--- src/rtl/pdiv_pwm.sv ---
module pdiv_pwm #(
  parameter int DW = 10
) (
  input  logic       clk,
  input  logic       rst_n,
  input  logic       wr_lo,
  input  logic       wr_hi,
  input  logic       wr_ctl,
  input  logic [7:0] wr_data,
  output logic       pwm_out
);
  localparam int SW = DW - 2;
  localparam int UW = DW - 8;

  logic [7:0]    lo_q;
  logic [DW-1:0] hold_q, act_q, cnt_q;
  logic [1:0]    sel_q, asel_q, pre_q, pre_lim;
  logic          oe_q, tick, wrap;
  logic [DW:0]   cnt_sum;
  logic [SW:0]   hi_len;

  always_comb begin
    case (asel_q)
      2'd2:    pre_lim = 2'd1;
      2'd3:    pre_lim = 2'd3;
      default: pre_lim = 2'd0;
    endcase
  end

  assign tick    = (asel_q == 2'd0) || (pre_q == pre_lim);
  assign cnt_sum = {1'b0, cnt_q} + ((asel_q == 2'd0) ? (DW+1)'(2) : (DW+1)'(1));
  assign wrap    = tick && cnt_sum[DW];

  assign hi_len  = {1'b0, act_q[DW-1:2]} + (SW+1)'(1)
                 + (SW+1)'(cnt_q[DW-1:SW] < act_q[1:0]);
  assign pwm_out = oe_q && ({1'b0, cnt_q[SW-1:0]} < hi_len);

  always_ff @(posedge clk or negedge rst_n) begin
    if (!rst_n) begin
      lo_q   <= '0;
      hold_q <= '0;
      sel_q  <= '0;
      oe_q   <= 1'b0;
    end else begin
      if (wr_lo)  lo_q   <= wr_data;
      if (wr_hi)  hold_q <= {wr_data[UW-1:0], lo_q};
      if (wr_ctl) begin
        sel_q <= wr_data[1:0];
        oe_q  <= wr_data[2];
      end
    end
  end

  always_ff @(posedge clk or negedge rst_n) begin
    if (!rst_n) begin
      cnt_q  <= '0;
      pre_q  <= '0;
      act_q  <= '0;
      asel_q <= '0;
    end else begin
      pre_q <= tick ? 2'd0 : pre_q + 2'd1;
      if (tick) cnt_q <= cnt_sum[DW-1:0];
      if (wrap) begin
        act_q  <= hold_q;
        asel_q <= sel_q;
      end
    end
  end
endmodule

--- config.mk ---
export PLATFORM = sky130hd
export DESIGN_NAME = pdiv_pwm
export DESIGN_NICKNAME = d
export VERILOG_FILES = /design/src/rtl/pdiv_pwm.sv
export SDC_FILE = /design/constraint.sdc
export NUM_CORES = 1
export LEC_CHECK = 0
export ABC_AREA = 1
export BUFFER_PORTS_ARGS = -buffer_cell sky130_fd_sc_hd__buf_4
export CORE_ASPECT_RATIO = 0.9
export CORE_MARGIN = 2
export CORE_UTILIZATION = 57
export CTS_CLUSTER_SIZE = 14
export DETAILED_ROUTE_END_ITERATION = 10
export GPL_TIMING_DRIVEN = 0
export HOLD_SLACK_MARGIN = 0.15
export PLACE_DENSITY = 0.75
export SETUP_SLACK_MARGIN = 0.1
export SLEW_MARGIN = 40
export SYNTH_ARGS = -nofsm -noshare
export SYNTH_HDL_FRONTEND = slang
export SYNTH_SLANG_ARGS = --single-unit
--- constraint.sdc ---
create_clock -name clk -period 2.6 [get_ports clk]
set_input_delay 0.13 -clock clk [delete_from_list [all_inputs] [get_ports clk]]
set_output_delay 0.13 -clock clk [all_outputs]
set_load 0.01 [all_outputs]
==> results of run 1 <==
worst max path at each step:
stage	from	to	slack, ps	depth (start not counted)
after floorplan	cnt_q[9]	pwm_out	160	13
after global routing	act_q[1]	pwm_out	-410	17
after global placement	cnt_q[9]	pwm_out	-50	14
after detailed placement	cnt_q[9]	pwm_out	-90	14
after CTS	cnt_q[9]	pwm_out	-280	16
final	cnt_q[9]	pwm_out	-210	14
final cells by class:
class | count | share of cell area [%]
clock inverters | 2 | 0.5350
flip-flops and latches | 45 | 40.12
plain buffers | 8 | 1.605
multi-input cells | 194 | 38.39
well taps | 48 | 2.140
repair buffers | 32 | 10.08
inverters | 34 | 4.547
clock buffers | 6 | 2.586
registers in the layout (all words and copies together), names as in the netlist:
signal / cells
act_q: 10
asel_q: 2
cnt_q: 10
hold_q: 10
lo_q: 8
oe_q: 1
pre_q: 2
sel_q: 2
report_power, final:
group	internal [mW]	total [mW]	switching, mW	leakage (nW)
Sequential	0.732	0.747	0.0152	0.568
Clock	0.189	0.423	0.234	0.0374
Combinational	0.0510	0.100	0.0492	0.802
cell families (layout without fill, tap and decap cells):
kind of cell | after synthesis | after routing
compound gates | 31 | 31
xor+xnor | 9 | 9
fa+ha+maj | 13 | 13
buf+inv | 42 | 82
flops | 45 | 45
mux | 4 | 4
simple gates | 137 | 137
routing by layer:
metal | up-vias | share of wire (%) | GRT usage, % | wire length, µm
met5 | - | 0 | 0 | 0
met4 | 0 | 1.1 | 7.311 | 53
met3 | 6 | 3.7 | 5.132 | 174
met2 | 33 | 47 | 36.46 | 2233
met1 | 918 | 48 | 30.43 | 2267
li1 | 970 | - | - | -
metrics by stage:
step / setup slack (ps) / utilization [%] / power (mW)
final: -214.3 / 70.31 / 1.270
after global routing: -408.7 / 70.31 / 1.322
after CTS: -284.2 / 70.06 / 1.281
after detailed placement: -85.66 / 62.16 / 0.8352
after global placement: -51.53 / 62.16 / 0.8307
after floorplan: 157.6 / - / 0.7920
worst reg2reg max path, stage by stage, from the launching register on:
cell and delay, ps:
dfrtp_1 400, nor2_1 80, inv_1 100, ha_1 170
inv_1 60, fa_1 490, nor3_4 300, nand2_2 100
buf_6 150, nand2_1 50, nand2_1 50
what timing repair did:
action | CTS | global route
buffers inserted | 3 | 0
hold buffers | 17 | 0
endpoints found under the hold margin | 58 | 0
pin swaps | 6 | 3
setup endpoints to repair | 1 | 1
cloned | 0 | 0
resized for setup | 8 | 3
layout by cell type (no fill, tap or decap):
| cell | instances |
|---|---|
| nor3_4 | 1 |
| a21oi_1 | 12 |
| o21ai_0 | 17 |
| a21o_1 | 1 |
| ha_1 | 10 |
| buf_6 | 1 |
| nand3_1 | 17 |
| buf_4 | 16 |
| nor2_1 | 20 |
| clkbuf_1 | 3 |
| clkbuf_8 | 5 |
| nand3_4 | 1 |
| buf_2 | 3 |
| inv_2 | 2 |
| nand2_2 | 1 |
| dlygate4sd3_1 | 17 |
| nand3_2 | 1 |
| ha_2 | 1 |
| nor3_2 | 1 |
| o21ai_1 | 1 |
| xnor2_1 | 2 |
| clkinvlp_4 | 2 |
| buf_1 | 1 |
| dfrtp_1 | 45 |
| inv_1 | 32 |
| nor2_2 | 3 |
| xnor2_2 | 1 |
| nand2_1 | 85 |
| ha_4 | 1 |
| xor2_1 | 6 |
| nand4_1 | 6 |
| fa_1 | 1 |
| nand3b_1 | 1 |
| mux2_2 | 4 |
==> out/metrics.cfg, run 1 <==
[sta]
min_period_ps=2814
skew_ps=5.695
worstMarginPinSlew_ps=548.3
finalMaxSlewViolations=0
fmax_mhz=355.3
post-route-period-util_pct=108.2
rsz0062_at_grt=yes
final.setup.worst_slack_ps=-214.3
hold_viol_final=0
slew_headroom_pct=63.45
fin_hold_ws_ps=270.4
timing.setup.tns_ps=-214.3
setup_viol=1

[logic_synthesis]
synth_cells=281
synth_warnings=0
ys_types=26
synth-async-reset-ratio_pct=100.0
synthMuxAreaShare_pct=1.932
yosysTopAreaCell=dfrtp_1
synth_compound_area_share_pct=6.763
syn_avg_cell_area_um2=8.295
netlist.area_leader.share_pct=48.31
synth_nets=307
ys_top_cells_by_count=nand2_1 (85), dfrtp_1 (45), inv_1 (33)
post_synth_main_area_contributors=dfrtp_1 (48%), nand2_1 (14%), ha_1 (6.4%)
yosysMostFrequentCell=nand2_1
ys.flop_type=dfrtp_1
synth_xor_area_share_pct=3.382
syn-cell-area_um2=2331
synth-simple-area-share_pct=24.91
synth_edf_count=0
ys_seq_area_share_pct=48.31
synth-seq-cells=45
synth_top_family_by_area=simple AND/OR/NAND/NOR gates
synth_fa_ha_area_share_pct=7.300

[detailed_routing]
vias=1927
drt-total-wl_um=4729
ant_nets=0
wl_per_cell_um=12.82
drt-initial-drc-count=171
drc=0
vias_per_cell=5.222
firstDrtPassIters=4

[outcome]
violations=negative setup slack
status=complete, but fails checks

[final_layout]
nNetsFinal=346
stdcell_count=369
area_growth_pct=20.40
num_antenna_cells=0
drive_above_1_share_pct=13.71
seqCellArea_um2=1126
postLayoutCellArea_um2=2806
fillCellCount=315
multi_input_area_um2=1077

[worst_setup_path]
r2r_slack_ps=540
cp_num_buf_inv=3
rr_startpoint=asel_q[1]
cp_slowest_stage_delay_ps=410
required_ps=2470
r2r_end=asel_q[0]
worstSetupPathType=reg2out
r2r_cells=10
cp_max_fo=2
crit_arrival_ps=2680
cp_slowest_cell=dfrtp_1
worst_path_dominant_cell_family=adder cells
cp_cell_sequence=ha_1 > a21o_1 > ha_2 > inv_2 > buf_4 > nand3_1 > nor2_2 > nand4_1 > xor2_1 > ha_1 > nand4_1 > nor2_1 > nor2_1 > buf_4
endpoint_kind=output pin
setup.worst_path.start_class=flop

[clocking]
clk_latency_ps=300
h-tree-depth=2
numCtsBuffers=5
clkTransAtPathRegs_ps=80
cts_tree=yes
root_buffer=clkbuf_8
clkSinkCount=45
clockBufferDepth=2

[die]
die_h_um=64.67
start_util_pct=58.40
io_pins=14
fp.dieW_um=71.41
dieArea_um2=4617
coreArea_um2=3991
rows=22

[power]
power_leakage_nw=1.408
power_per_cell_area_nw_per_um2=452.7
peakVddDrop_v=0.0002900

[hold_path]
min_to=hold_q[4]
holdPathStages=3
min_from=wr_hi
hold_path_class=in2reg

[global_routing]
antenna_found_initial=0
grt-ovfl-total=0
grt_pass1_vias=1865
track_usage_pct=22.60
grt_pass1_wl_um=8100
grt_max_degree=46

[place]
post-dp-hpwl_um=3277
gp_congestion=0.8345
place_inst=341
placed_area_um2=2481
port_buffers=12

[run]
maxCapViolCount=0

No activity file was read; power rests on OpenSTA's default activity.
==> run 2: changes to the inputs <==
- CORE_ASPECT_RATIO: 0.9 -> default
- CORE_UTILIZATION: 57 -> 60
- PLACE_DENSITY: 0.75 -> 0.79
==> run 2 against run 1 <==
The flow still finishes with violations (negative setup slack). Clock power is 30% higher. Sequential power hardly changed. Count of clock-buffer cells in the layout is 1 higher. Via count is 0.83% lower. Critical path depth is 1 higher. Final cell count is 0.27% higher. Setup slack worse by 87 ps. Total power is 9.5% higher. Combinational power is 4% lower. Critical endpoint unchanged. Largest cell class unchanged. Largest power group unchanged.
==> out/metrics.cfg, run 2 (synthesized netlist as in run 1, its figures left out) <==
[outcome]
status=complete, but fails checks
violations=negative setup slack

[worst_setup_path]
cp_cell_sequence=ha_1 > a21o_1 > ha_2 > inv_2 > ha_4 > nand3_4 > xor2_1 > ha_1 > buf_4 > a21oi_2 > nand2_1 > nor2_1 > nor2_1 > nor2_1 > buf_4
cp_slowest_cell=dfrtp_1
worstSetupPathType=reg2out
required_ps=2470
cp_common_cell=nor2_1
cp_max_fo=2
setup.worst_path.start_class=flop
endpoint_kind=output pin
cp_slowest_stage_delay_ps=410
crit_arrival_ps=2770

[place]
post-dp-hpwl_um=3225
placed_area_um2=2481
gp_congestion=0.8887
pre_cts_ws_ps=-53.05
port_buffers=12

[global_routing]
grt-ovfl-total=0
track_usage_pct=26.69
grt_max_degree=46
antenna_found_initial=0
grt_pass1_wl_um=8735
grt_pass1_vias=1959

[final_layout]
num_antenna_cells=0
final_common_cell=nand2_1
fillCellCount=256
drive_above_1_share_pct=14.60
mostFrequentLayoutCells=nand2_1 (85), dfrtp_1 (45), inv_1 (32)
nNetsFinal=347
area_growth_pct=21.36
postLayoutCellArea_um2=2829
largestRegisters=act_q: 10 flops, cnt_q: 10 flops, hold_q: 10 flops

[detailed_routing]
ant_nets=0
vias_per_cell=5.165
top_layer=met4
vias=1911
drt-initial-drc-count=92
drc=0
dr_wl_met2_um=2548
wl_met3_um=152
firstDrtPassIters=4
drt-total-wl_um=4946
wl_per_cell_um=13.37
wl_met1_um=2137

[power]
pwr-share-clk_pct=39.4
peakVddDrop_v=0.0004397
pwr-share-seq_pct=53.7
power_per_cell_area_nw_per_um2=491.5
power_leakage_nw=1.435
p_sw_mw=0.2992
p_int_mw=1.091
sw_frac_of_total_pct=21.52
combPwrFrac_pct=6.9

[sta]
fin_hold_ws_ps=241.7
finalMaxSlewViolations=0
post-route-period-util_pct=111.6
fmax_mhz=344.7
worstMarginPinSlew_ps=557.3
slew_headroom_pct=62.84
min_period_ps=2901
skew_ps=9.865
hold_viol_final=0
rsz0062_at_grt=yes
timing.setup.tns_ps=-301.0
final.setup.worst_slack_ps=-301.0
setup_viol=1

[clocking]
clk_latency_ps=300
clkSinkCount=45
root_buffer=clkbuf_8
cts_tree=yes
h-tree-depth=2
clockBufferDepth=2
clkTransAtPathRegs_ps=80
numCtsBuffers=5

[die]
io_pins=14
rows=22
die_h_um=66.33
coreArea_um2=3689
start_util_pct=63.20
dieArea_um2=4400
fp.dieW_um=66.33

[hold_path]
hold_path_class=in2reg

[run]
maxCapViolCount=0

[run 2: changes by cell type in the layout (fill, tap and decap cells not counted), sizes merged]
| cell | previous run | this run |
|---|---|---|
| dlygate4sd3 | 17 | 14 |
| buf | 21 | 25 |
| bufinv | 0 | 1 |
| clkbuf | 8 | 9 |
| clkinvlp | 2 | 0 |
[run 2: per-layer routing]
layer / track usage, % / vias up
li1: - / 968
met1: 32.21 / 888
met2: 47.13 / 40
met3: 5.451 / 15
met4: 9.184 / 0
met5: 0 / -
[run 2: layout make-up]
class / count / area (µm²) / area share, %
well taps: 48 / 60.06 / 2.123
inverters: 34 / 127.6 / 4.511
plain buffers: 8 / 45.04 / 1.592
flip-flops and latches: 45 / 1126 / 39.81
repair buffers: 33 / 282.8 / 9.996
clock inverters: 1 / 30.03 / 1.061
multi-input cells: 194 / 1071 / 37.86
clock buffers: 7 / 86.33 / 3.052
[run 2: critical path, delay by kind of cell, from the launching register on]
kind / cells / cell delay (ps)
AO/OA/AOI/OAI: 2 / 290
XOR/XNOR: 1 / 160
adder cells (fa/ha/maj): 4 / 920
buffers and inverters: 3 / 340
flip-flops: 1 / 410
AND/OR/NAND/NOR: 5 / 360
[run 2: stage by stage]
stage	std cells	power, mW	utilization [%]
global route	370	1.447	76.70
CTS	366	1.388	75.64
detailed placement	341	0.8343	67.27
floorplan	281	0.7920	-
finish	370	1.391	76.70
global placement	341	0.8289	67.27
[run 2: worst paths after layout]
check                      startpoint   endpoint  slack (ps)  cells after the start
max                          cnt_q[9]    pwm_out        -300                     15
min                             wr_hi  hold_q[4]         240                      3
max reg2reg                 asel_q[1]  asel_q[0]         520                     10
min reg2reg                  act_q[2]   act_q[2]         480                      2
max in group asynchronous       rst_n       oe_q        1860                      2
min in group asynchronous       rst_n   act_q[4]         360                      2
[run 2: repair_timing]
| item | 4_1_cts | 5_1_grt |
|---|---|---|
| hold buffers | 14 | 0 |
| cloned | 0 | 0 |
| pin swaps | 6 | 2 |
| endpoints found under the hold margin | 58 | 0 |
| buffers inserted | 3 | 4 |
| gates resized for setup | 7 | 2 |
| endpoints found under the setup margin | 1 | 1 |
[run 2: power groups by stage]
stage	sequential, mW	clock [mW]	combinational [mW]
3_3_place_gp	0.759	0	0.0702
3_5_place_dp	0.760	0	0.0743
6_report	0.747	0.548	0.0960
5_1_grt	0.751	0.585	0.111
2_1_floorplan	0.756	0	0.0358
4_1_cts	0.746	0.547	0.0942
